===== src/rtl/eco_pkg.sv =====
`timescale 1ns/1ps
package eco_pkg;

  typedef enum logic [1:0] {
    KIND_SOBEL  = 2'd0,
    KIND_DILATE = 2'd1,
    KIND_ERODE  = 2'd2
  } stage_kind_e;

  // |Gx|+|Gy| over a 3x3 window, tap index = row*3 + col
  function automatic logic [11:0] sobel_mag(input logic [8:0][7:0] w);
    int gx;
    int gy;
    gx = (int'(w[2]) + 2 * int'(w[5]) + int'(w[8]))
       - (int'(w[0]) + 2 * int'(w[3]) + int'(w[6]));
    gy = (int'(w[6]) + 2 * int'(w[7]) + int'(w[8]))
       - (int'(w[0]) + 2 * int'(w[1]) + int'(w[2]));
    if (gx < 0) gx = -gx;
    if (gy < 0) gy = -gy;
    return 12'(gx + gy);
  endfunction

  function automatic logic [7:0] sat_add8(input logic [7:0] a, input logic [7:0] b);
    logic [8:0] s;
    s = {1'b0, a} + {1'b0, b};
    return s[8] ? 8'hFF : s[7:0];
  endfunction

endpackage


===== src/rtl/eco_window_stage.sv =====
`timescale 1ns/1ps
module eco_window_stage
  import eco_pkg::*;
#(
  parameter int          IMG_W  = 16,
  parameter int          IMG_H  = 12,
  parameter int          IN_W   = 8,
  parameter int          SIDE_W = 24,
  parameter int          THR    = 12,
  parameter stage_kind_e KIND   = KIND_SOBEL
) (
  input  logic              clk,
  input  logic              rst_n,
  input  logic              i_vld,
  input  logic              i_sof,
  input  logic              i_last,
  input  logic [IN_W-1:0]   i_pix,
  input  logic [SIDE_W-1:0] i_side,
  output logic              o_vld,
  output logic              o_sof,
  output logic              o_last,
  output logic              o_bit,
  output logic [SIDE_W-1:0] o_side
);

  localparam int DEPTH = 2 * IMG_W + 3;      // history: centre +/- (one line + one pixel)
  localparam int LAG   = IMG_W + 1;          // steps between a sample and its own output
  localparam int NPIX  = IMG_W * IMG_H;
  localparam int CW    = $clog2(NPIX + IMG_W + 2);
  localparam int RW    = (IMG_H > 1) ? $clog2(IMG_H) : 1;
  localparam int XW    = (IMG_W > 1) ? $clog2(IMG_W) : 1;

  logic [IN_W-1:0]   hist [DEPTH];
  logic [SIDE_W-1:0] sdl  [LAG + 1];
  logic [CW-1:0]     tcnt;
  logic              flushing;
  logic              emit;
  logic [RW-1:0]     qrow, nrow;
  logic [XW-1:0]     qcol, ncol;

  // named internal events
  wire           take       = i_vld && !flushing;
  wire           step       = take || flushing;
  wire           restart    = take && i_sof;
  wire [CW-1:0]  tc_now     = restart ? '0 : tcnt;
  wire           will_emit  = step && (tc_now >= CW'(LAG));
  wire           next_final = (nrow == RW'(IMG_H - 1)) && (ncol == XW'(IMG_W - 1));

  always_ff @(posedge clk) begin
    if (step) begin
      hist[0] <= flushing ? '0 : i_pix;
      sdl[0]  <= flushing ? '0 : i_side;
      for (int k = 1; k < DEPTH; k++) hist[k] <= hist[k-1];
      for (int k = 1; k <= LAG; k++)  sdl[k]  <= sdl[k-1];
    end
  end

  always_ff @(posedge clk or negedge rst_n) begin
    if (!rst_n) begin
      tcnt     <= '0;
      flushing <= 1'b0;
      emit     <= 1'b0;
      qrow     <= '0;
      qcol     <= '0;
      nrow     <= '0;
      ncol     <= '0;
    end else begin
      emit <= will_emit;
      if (step) tcnt <= tc_now + 1'b1;
      if (restart) begin
        nrow <= '0;
        ncol <= '0;
      end else if (will_emit) begin
        qrow <= nrow;
        qcol <= ncol;
        if (ncol == XW'(IMG_W - 1)) begin
          ncol <= '0;
          nrow <= nrow + 1'b1;
        end else begin
          ncol <= ncol + 1'b1;
        end
      end
      if (take && i_last)               flushing <= 1'b1;
      else if (will_emit && next_final) flushing <= 1'b0;
    end
  end

  // 3x3 window around (qrow,qcol) with replicate clamping
  logic [8:0][IN_W-1:0] win;
  always_comb begin
    for (int dr = 0; dr < 3; dr++) begin
      for (int dc = 0; dc < 3; dc++) begin
        int ro;
        int co;
        ro = dr - 1;
        co = dc - 1;
        if (ro < 0 && qrow == '0) ro = 0;
        if (ro > 0 && qrow == RW'(IMG_H - 1)) ro = 0;
        if (co < 0 && qcol == '0) co = 0;
        if (co > 0 && qcol == XW'(IMG_W - 1)) co = 0;
        win[dr*3 + dc] = hist[LAG - (ro * IMG_W + co)];
      end
    end
  end

  generate
    if (KIND == KIND_SOBEL) begin : g_sobel
      assign o_bit = sobel_mag(win) > 12'(THR);
    end else if (KIND == KIND_DILATE) begin : g_dilate
      assign o_bit = win[1][0] | win[3][0] | win[4][0] | win[5][0] | win[7][0];
    end else begin : g_erode
      assign o_bit = win[1][0] & win[3][0] & win[4][0] & win[5][0] & win[7][0];
    end
  endgenerate

  assign o_vld  = emit;
  assign o_sof  = emit && (qrow == '0) && (qcol == '0);
  assign o_last = emit && (qrow == RW'(IMG_H - 1)) && (qcol == XW'(IMG_W - 1));
  assign o_side = sdl[LAG];

endmodule


===== src/rtl/edge_close_overlay.sv =====
`timescale 1ns/1ps
module edge_close_overlay
  import eco_pkg::*;
#(
  parameter int IMG_W    = 16,
  parameter int IMG_H    = 12,
  parameter int EDGE_THR = 12,
  parameter int EDGE_R   = 255,
  parameter int EDGE_G   = 0,
  parameter int EDGE_B   = 255
) (
  input  logic       clk,
  input  logic       rst_n,
  input  logic       in_vld,
  input  logic       in_sof,
  input  logic       in_eol,
  input  logic [7:0] in_gray,
  input  logic [7:0] in_r,
  input  logic [7:0] in_g,
  input  logic [7:0] in_b,
  output logic       out_vld,
  output logic       out_sof,
  output logic       out_eol,
  output logic [7:0] out_r,
  output logic [7:0] out_g,
  output logic [7:0] out_b
);

  localparam int RW = (IMG_H > 1) ? $clog2(IMG_H) : 1;
  localparam int XW = (IMG_W > 1) ? $clog2(IMG_W) : 1;

  // input row tracking: the eol of the last row closes the frame
  logic [RW-1:0] in_row;
  wire  [RW-1:0] row_now = in_sof ? '0 : in_row;
  wire           in_last = in_vld && in_eol && (row_now == RW'(IMG_H - 1));

  always_ff @(posedge clk or negedge rst_n) begin
    if (!rst_n)                  in_row <= '0;
    else if (in_vld && in_eol)   in_row <= in_last ? '0 : row_now + 1'b1;
    else if (in_vld && in_sof)   in_row <= '0;
  end

  logic        s1_vld, s1_sof, s1_last, s1_bit;
  logic        s2_vld, s2_sof, s2_last, s2_bit;
  logic        s3_vld, s3_sof, s3_last, s3_bit;
  logic [23:0] s1_side, s2_side, s3_side;

  eco_window_stage #(.IMG_W(IMG_W), .IMG_H(IMG_H), .IN_W(8), .SIDE_W(24),
                     .THR(EDGE_THR), .KIND(KIND_SOBEL)) u_sobel (
    .clk(clk), .rst_n(rst_n), .i_vld(in_vld), .i_sof(in_sof), .i_last(in_last),
    .i_pix(in_gray), .i_side({in_r, in_g, in_b}),
    .o_vld(s1_vld), .o_sof(s1_sof), .o_last(s1_last), .o_bit(s1_bit), .o_side(s1_side));

  eco_window_stage #(.IMG_W(IMG_W), .IMG_H(IMG_H), .IN_W(1), .SIDE_W(24),
                     .THR(EDGE_THR), .KIND(KIND_DILATE)) u_dilate (
    .clk(clk), .rst_n(rst_n), .i_vld(s1_vld), .i_sof(s1_sof), .i_last(s1_last),
    .i_pix(s1_bit), .i_side(s1_side),
    .o_vld(s2_vld), .o_sof(s2_sof), .o_last(s2_last), .o_bit(s2_bit), .o_side(s2_side));

  eco_window_stage #(.IMG_W(IMG_W), .IMG_H(IMG_H), .IN_W(1), .SIDE_W(24),
                     .THR(EDGE_THR), .KIND(KIND_ERODE)) u_erode (
    .clk(clk), .rst_n(rst_n), .i_vld(s2_vld), .i_sof(s2_sof), .i_last(s2_last),
    .i_pix(s2_bit), .i_side(s2_side),
    .o_vld(s3_vld), .o_sof(s3_sof), .o_last(s3_last), .o_bit(s3_bit), .o_side(s3_side));

  // overlay-side named wires
  wire       ov_vld  = s3_vld;
  wire       ov_sof  = s3_sof;
  wire       ov_edge = s3_bit;
  wire [7:0] ov_r    = s3_side[23:16];
  wire [7:0] ov_g    = s3_side[15:8];
  wire [7:0] ov_b    = s3_side[7:0];

  logic [XW-1:0] ov_colq;
  wire  [XW-1:0] ov_col = ov_sof ? '0 : ov_colq;
  wire           ov_eol = (ov_col == XW'(IMG_W - 1));

  always_ff @(posedge clk or negedge rst_n) begin
    if (!rst_n) begin
      ov_colq <= '0;
      out_vld <= 1'b0;
      out_sof <= 1'b0;
      out_eol <= 1'b0;
      out_r   <= '0;
      out_g   <= '0;
      out_b   <= '0;
    end else begin
      out_vld <= ov_vld;
      out_sof <= ov_vld && ov_sof;
      out_eol <= ov_vld && ov_eol;
      if (ov_vld) begin
        ov_colq <= ov_eol ? '0 : ov_col + 1'b1;
        out_r   <= sat_add8(ov_r, ov_edge ? 8'(EDGE_R) : 8'd0);
        out_g   <= sat_add8(ov_g, ov_edge ? 8'(EDGE_G) : 8'd0);
        out_b   <= sat_add8(ov_b, ov_edge ? 8'(EDGE_B) : 8'd0);
      end
    end
  end

  wire unused_last = s3_last;

endmodule


===== config.mk =====
export PLATFORM = sky130hd
export DESIGN_NAME = edge_close_overlay
export DESIGN_NICKNAME = d
export VERILOG_FILES = /design/src/rtl/eco_pkg.sv /design/src/rtl/eco_window_stage.sv /design/src/rtl/edge_close_overlay.sv
export SDC_FILE = /design/constraint.sdc
export NUM_CORES = 1
export LEC_CHECK = 0
export ABC_CLOCK_PERIOD_IN_PS = 49400
export BUFFER_PORTS_ARGS = -buffer_cell sky130_fd_sc_hd__buf_4
export CAP_MARGIN = 5
export CELL_PAD_IN_SITES_DETAIL_PLACEMENT = 1
export CELL_PAD_IN_SITES_GLOBAL_PLACEMENT = 2
export CORE_AREA = 2 2 240 479
export DETAILED_ROUTE_END_ITERATION = 8
export DIE_AREA = 0 0 242 481
export PLACE_DENSITY_LB_ADDON = 0.25
export SLEW_MARGIN = 20
export SYNTH_ARGS = -nofsm -noshare
export SYNTH_HDL_FRONTEND = slang
export SYNTH_SLANG_ARGS = --single-unit

===== constraint.sdc =====
create_clock -name clk -period 49.4 [get_ports clk]
set_input_delay 4.94 -clock clk [delete_from_list [all_inputs] [get_ports clk]]
set_output_delay 4.94 -clock clk [all_outputs]
set_load 0.05 [all_outputs]

==> results.md <==
- Outcome: completed
- First-pass GRT wire length: 143300 um
- Synthesized area per cell: 20.87 um2
- Relative slew slack: 0.2969
- DRC errors left: 0
- Routed via count: 24370
- Mapped cell area: 60570 um2
- Initial core utilization: 0.5361
- Yosys cell types: 80
- Adder-cell share of the synthesized area: 0.03438
- Top_reg_cell synth: edfxtp_1
- RSZ-0062 raised after global routing: no
- DRT Pass-1 Iters: 5
- Post-synth top cells: edfxtp_1 (1644), nand2_1 (114), dfrtp_1 (113)
- Worst vdd ir: 83.97 uV
- Largest net degree at the start of global routing: 203
- Place WS: 40.01 ns
- Post-DRT Antenna Nets: 0
- Register area share after synthesis: 0.8618
- Fin worst setup slack: 40.72 ns
- WL final: 87050 um
- Syn Nets: 3081
- Worst-path maximum fanout: 28
- # nets final: 3275
- Simple-Gate Fraction of Synth Area: 0.03431
- Root Buffer: clkbuf_16
- Synth-to-Final Area Change: 12.03%
- Compound-gate portion of the synthesized area: 0.02760
- Initial antenna violation count: 3
- Vias in the first global route: 25979
- Hold slack final: around 0.4 ns
- Post-synthesis mux area share: 0.01919
- H-tree Lvls: 4
- Worst-Skew Late Latency: 0.76 ns
- Ys Warns: 0
- CP Data Required Time: 49.89 ns
- Mapped Cells: between 2000 and 3000
- DRT iter0 DRCs: between 1500 and 2000
- Min Clock Period, post-route: around 8.7 ns
- # clock sinks: 1757
- Share of layout cells above drive strength 1: 0.1225
- Core Area: 113000 um2
- Vias per cell: 5.162
- Number of post-CTS setup repair buffers: 0
- Fill count: 9626
- Io pins: 64
- Leak Pwr: 23.71 nW
- Max_cap viols: 0
- Grt total ovfl: 0
- CTS clk-pin slew, worst paths: ~0.070 ns
- Endpoints failing hold: 0
- Crit-path max cell delay: 0.77 ns
- Clock skew: 0.01767 ns
- FFs w/ async S/R, synth: 0.06431
- RePlAce Congestion: between 0.7 and 0.8
- Max Slew Vio Count: 0
- Dpl hpwl: around 50000 um
- Largest family of logic cells by synthesized area: adder cells
- WL/cell: about 18 um
- Power per cell area: between 50 and 60 nW/um2
- CTS tree: done
- Final Setup Violations: 0
- Yosys top cell area share: 0.8151
- TNS Setup: 0 ns
- Synth top area cells: edfxtp_1 (82%), dfrtp_1 (4.7%), ha_1 (2.1%)
- Post-Synth XOR/XNOR Area: 0.01339
- Most frequent cell after synthesis: edfxtp_1
- Final period utilization: 0.1758
- Arrival time worst endpoint: 9.17 ns
- Total GRT Usage: 0.1569
- Antenna cells: 0
- Max Clk Rate: 115.2 MHz
- Post-synth EDFFs: between 1500 and 2000
- CP endpoint kind: flop
- Die height: 481 um
- Worst setup path class: flop to flop
- Hold Path Class: flop to flop
- PortBufs: between 60 and 70
- CTS Buf Count: 144
- Hold Buf Count CTS: 0
- Longest Clk Path Bufs: 3
- Leading area contributor after synthesis: edfxtp_1
- Post-synthesis register bit count: 1757
- Die width: 242 um
- Post-CTS sizing: 0
- Std-Cell Rows: ~180
- Worst-Margin Slew: 1.055 ns
- Final Total Pwr: 0.003441 W
- Setup crit start kind: flop
- Critical path's slowest cell: a21oi_1
- Area of the die: between 100000 and 150000 um2
## cell usage in the layout, fill, tap and decap left out, types with 15 or more instances in the layout
master	n
edfxtp_1	1644
clkbuf_16	152
nand2_1	114
dfrtp_1	111
inv_1	109
ha_1	104
nor2b_1	94
buf_4	79
a21oi_1	76
o21ai_0	71
nor2_1	68
mux2_2	65
xnor2_1	54
fa_1	38
xor2_1	36
mux2i_1	34
clkbuf_1	30
nand3_1	28
clkinv_1	28
clkinv_2	21
o22a_1	17
bufinv_16	16
a21o_1	15
## state kept, by name (all words and copies together) (netlist names), 8 cells and up
name / count
u_erode.sdl: 432
u_erode.tcnt: 8
u_sobel.tcnt: 8
out_b: 8
u_dilate.sdl: 432
u_erode.hist: 34
u_sobel.hist: 280
u_dilate.hist: 34
out_g: 8
u_dilate.tcnt: 8
out_r: 8
u_sobel.sdl: 432
## power by group
part | switching [W] | internal, W
clock | 0.000503 | 0.000656
sequential | 0.0000148 | 0.00166
combinational | 0.000348 | 0.000261
total | 0.000865 | 0.00258
## worst paths after layout
| check | start | to | slack [ns] | cells past startpoint |
|---|---|---|---|---|
| max reg2reg | u_sobel.qcol[1]$_DFFE_PN0P_ | u_dilate.hist[0]$_SDFFCE_PP0P_ | 40.72 | 32 |
| max in group asynchronous | rst_n | u_erode.flushing$_DFFE_PN0P_ | 43.84 | 2 |
| min in group asynchronous | rst_n | ov_colq[0]$_DFFE_PN0P_ | 4.28 | 1 |
| min | u_dilate.sdl[4][23]$_DFFE_PP_ | u_dilate.sdl[5][23]$_DFFE_PP_ | 0.41 | 0 |
| min reg2reg | u_dilate.sdl[4][23]$_DFFE_PP_ | u_dilate.sdl[5][23]$_DFFE_PP_ | 0.41 | 0 |
| max | u_sobel.qcol[1]$_DFFE_PN0P_ | u_dilate.hist[0]$_SDFFCE_PP0P_ | 40.72 | 32 |
## per-stage QoR
step / util / area, um2 / instances
final: 0.6005 / 67850 / 4721
after global routing: 0.6005 / 67850 / 4721
after CTS: 0.6004 / 67830 / 4721
after detailed placement: 0.5575 / 62990 / 4454
after global placement: 0.5575 / 62990 / 4454
after floorplan: - / 60570 / 2902
## final cells by class
class / instances / area [um2] / share of cell area
Inverter: 112 / 442.9 / 0.006528
Timing Repair Buffer: 84 / 666.9 / 0.009829
Multi-Input combinational cell: 997 / 7819 / 0.1152
Clock inverter: 81 / 883.3 / 0.01302
Tap cell: 1504 / 1882 / 0.02773
Sequential cell: 1757 / 52200 / 0.7693
Clock buffer: 186 / 3959 / 0.05835
## critical path, delay by kind of cell (launching register included)
kind	cells	cell delay, ns
multiplexers	1	0.44
flip-flops	1	0.43
buffers and inverters	2	0.46
AO/OA/AOI/OAI	13	3.08
AND/OR/NAND/NOR	8	1.02
adder cells (fa/ha/maj)	6	2.39
XOR/XNOR	2	0.58
## kinds of logic (layout without fill, tap and decap cells)
kind of cell,after synthesis,after routing
compound gates,261,261
xor+xnor,91,91
fa+ha+maj,144,144
buf+inv,148,463
flops,1757,1757
mux,103,103
simple gates,398,398
## routing by layer
metal / global-route usage / vias up / share of wire
met1: 0.2188 / 12420 / 0.45
met5: 0 / - / 0.00014
met2: 0.2545 / 316 / 0.49
met3: 0.02849 / 160 / 0.030
met4: 0.05084 / 2 / 0.024
li1: - / 11472 / -
No activity file was read; power rests on OpenSTA's default activity.
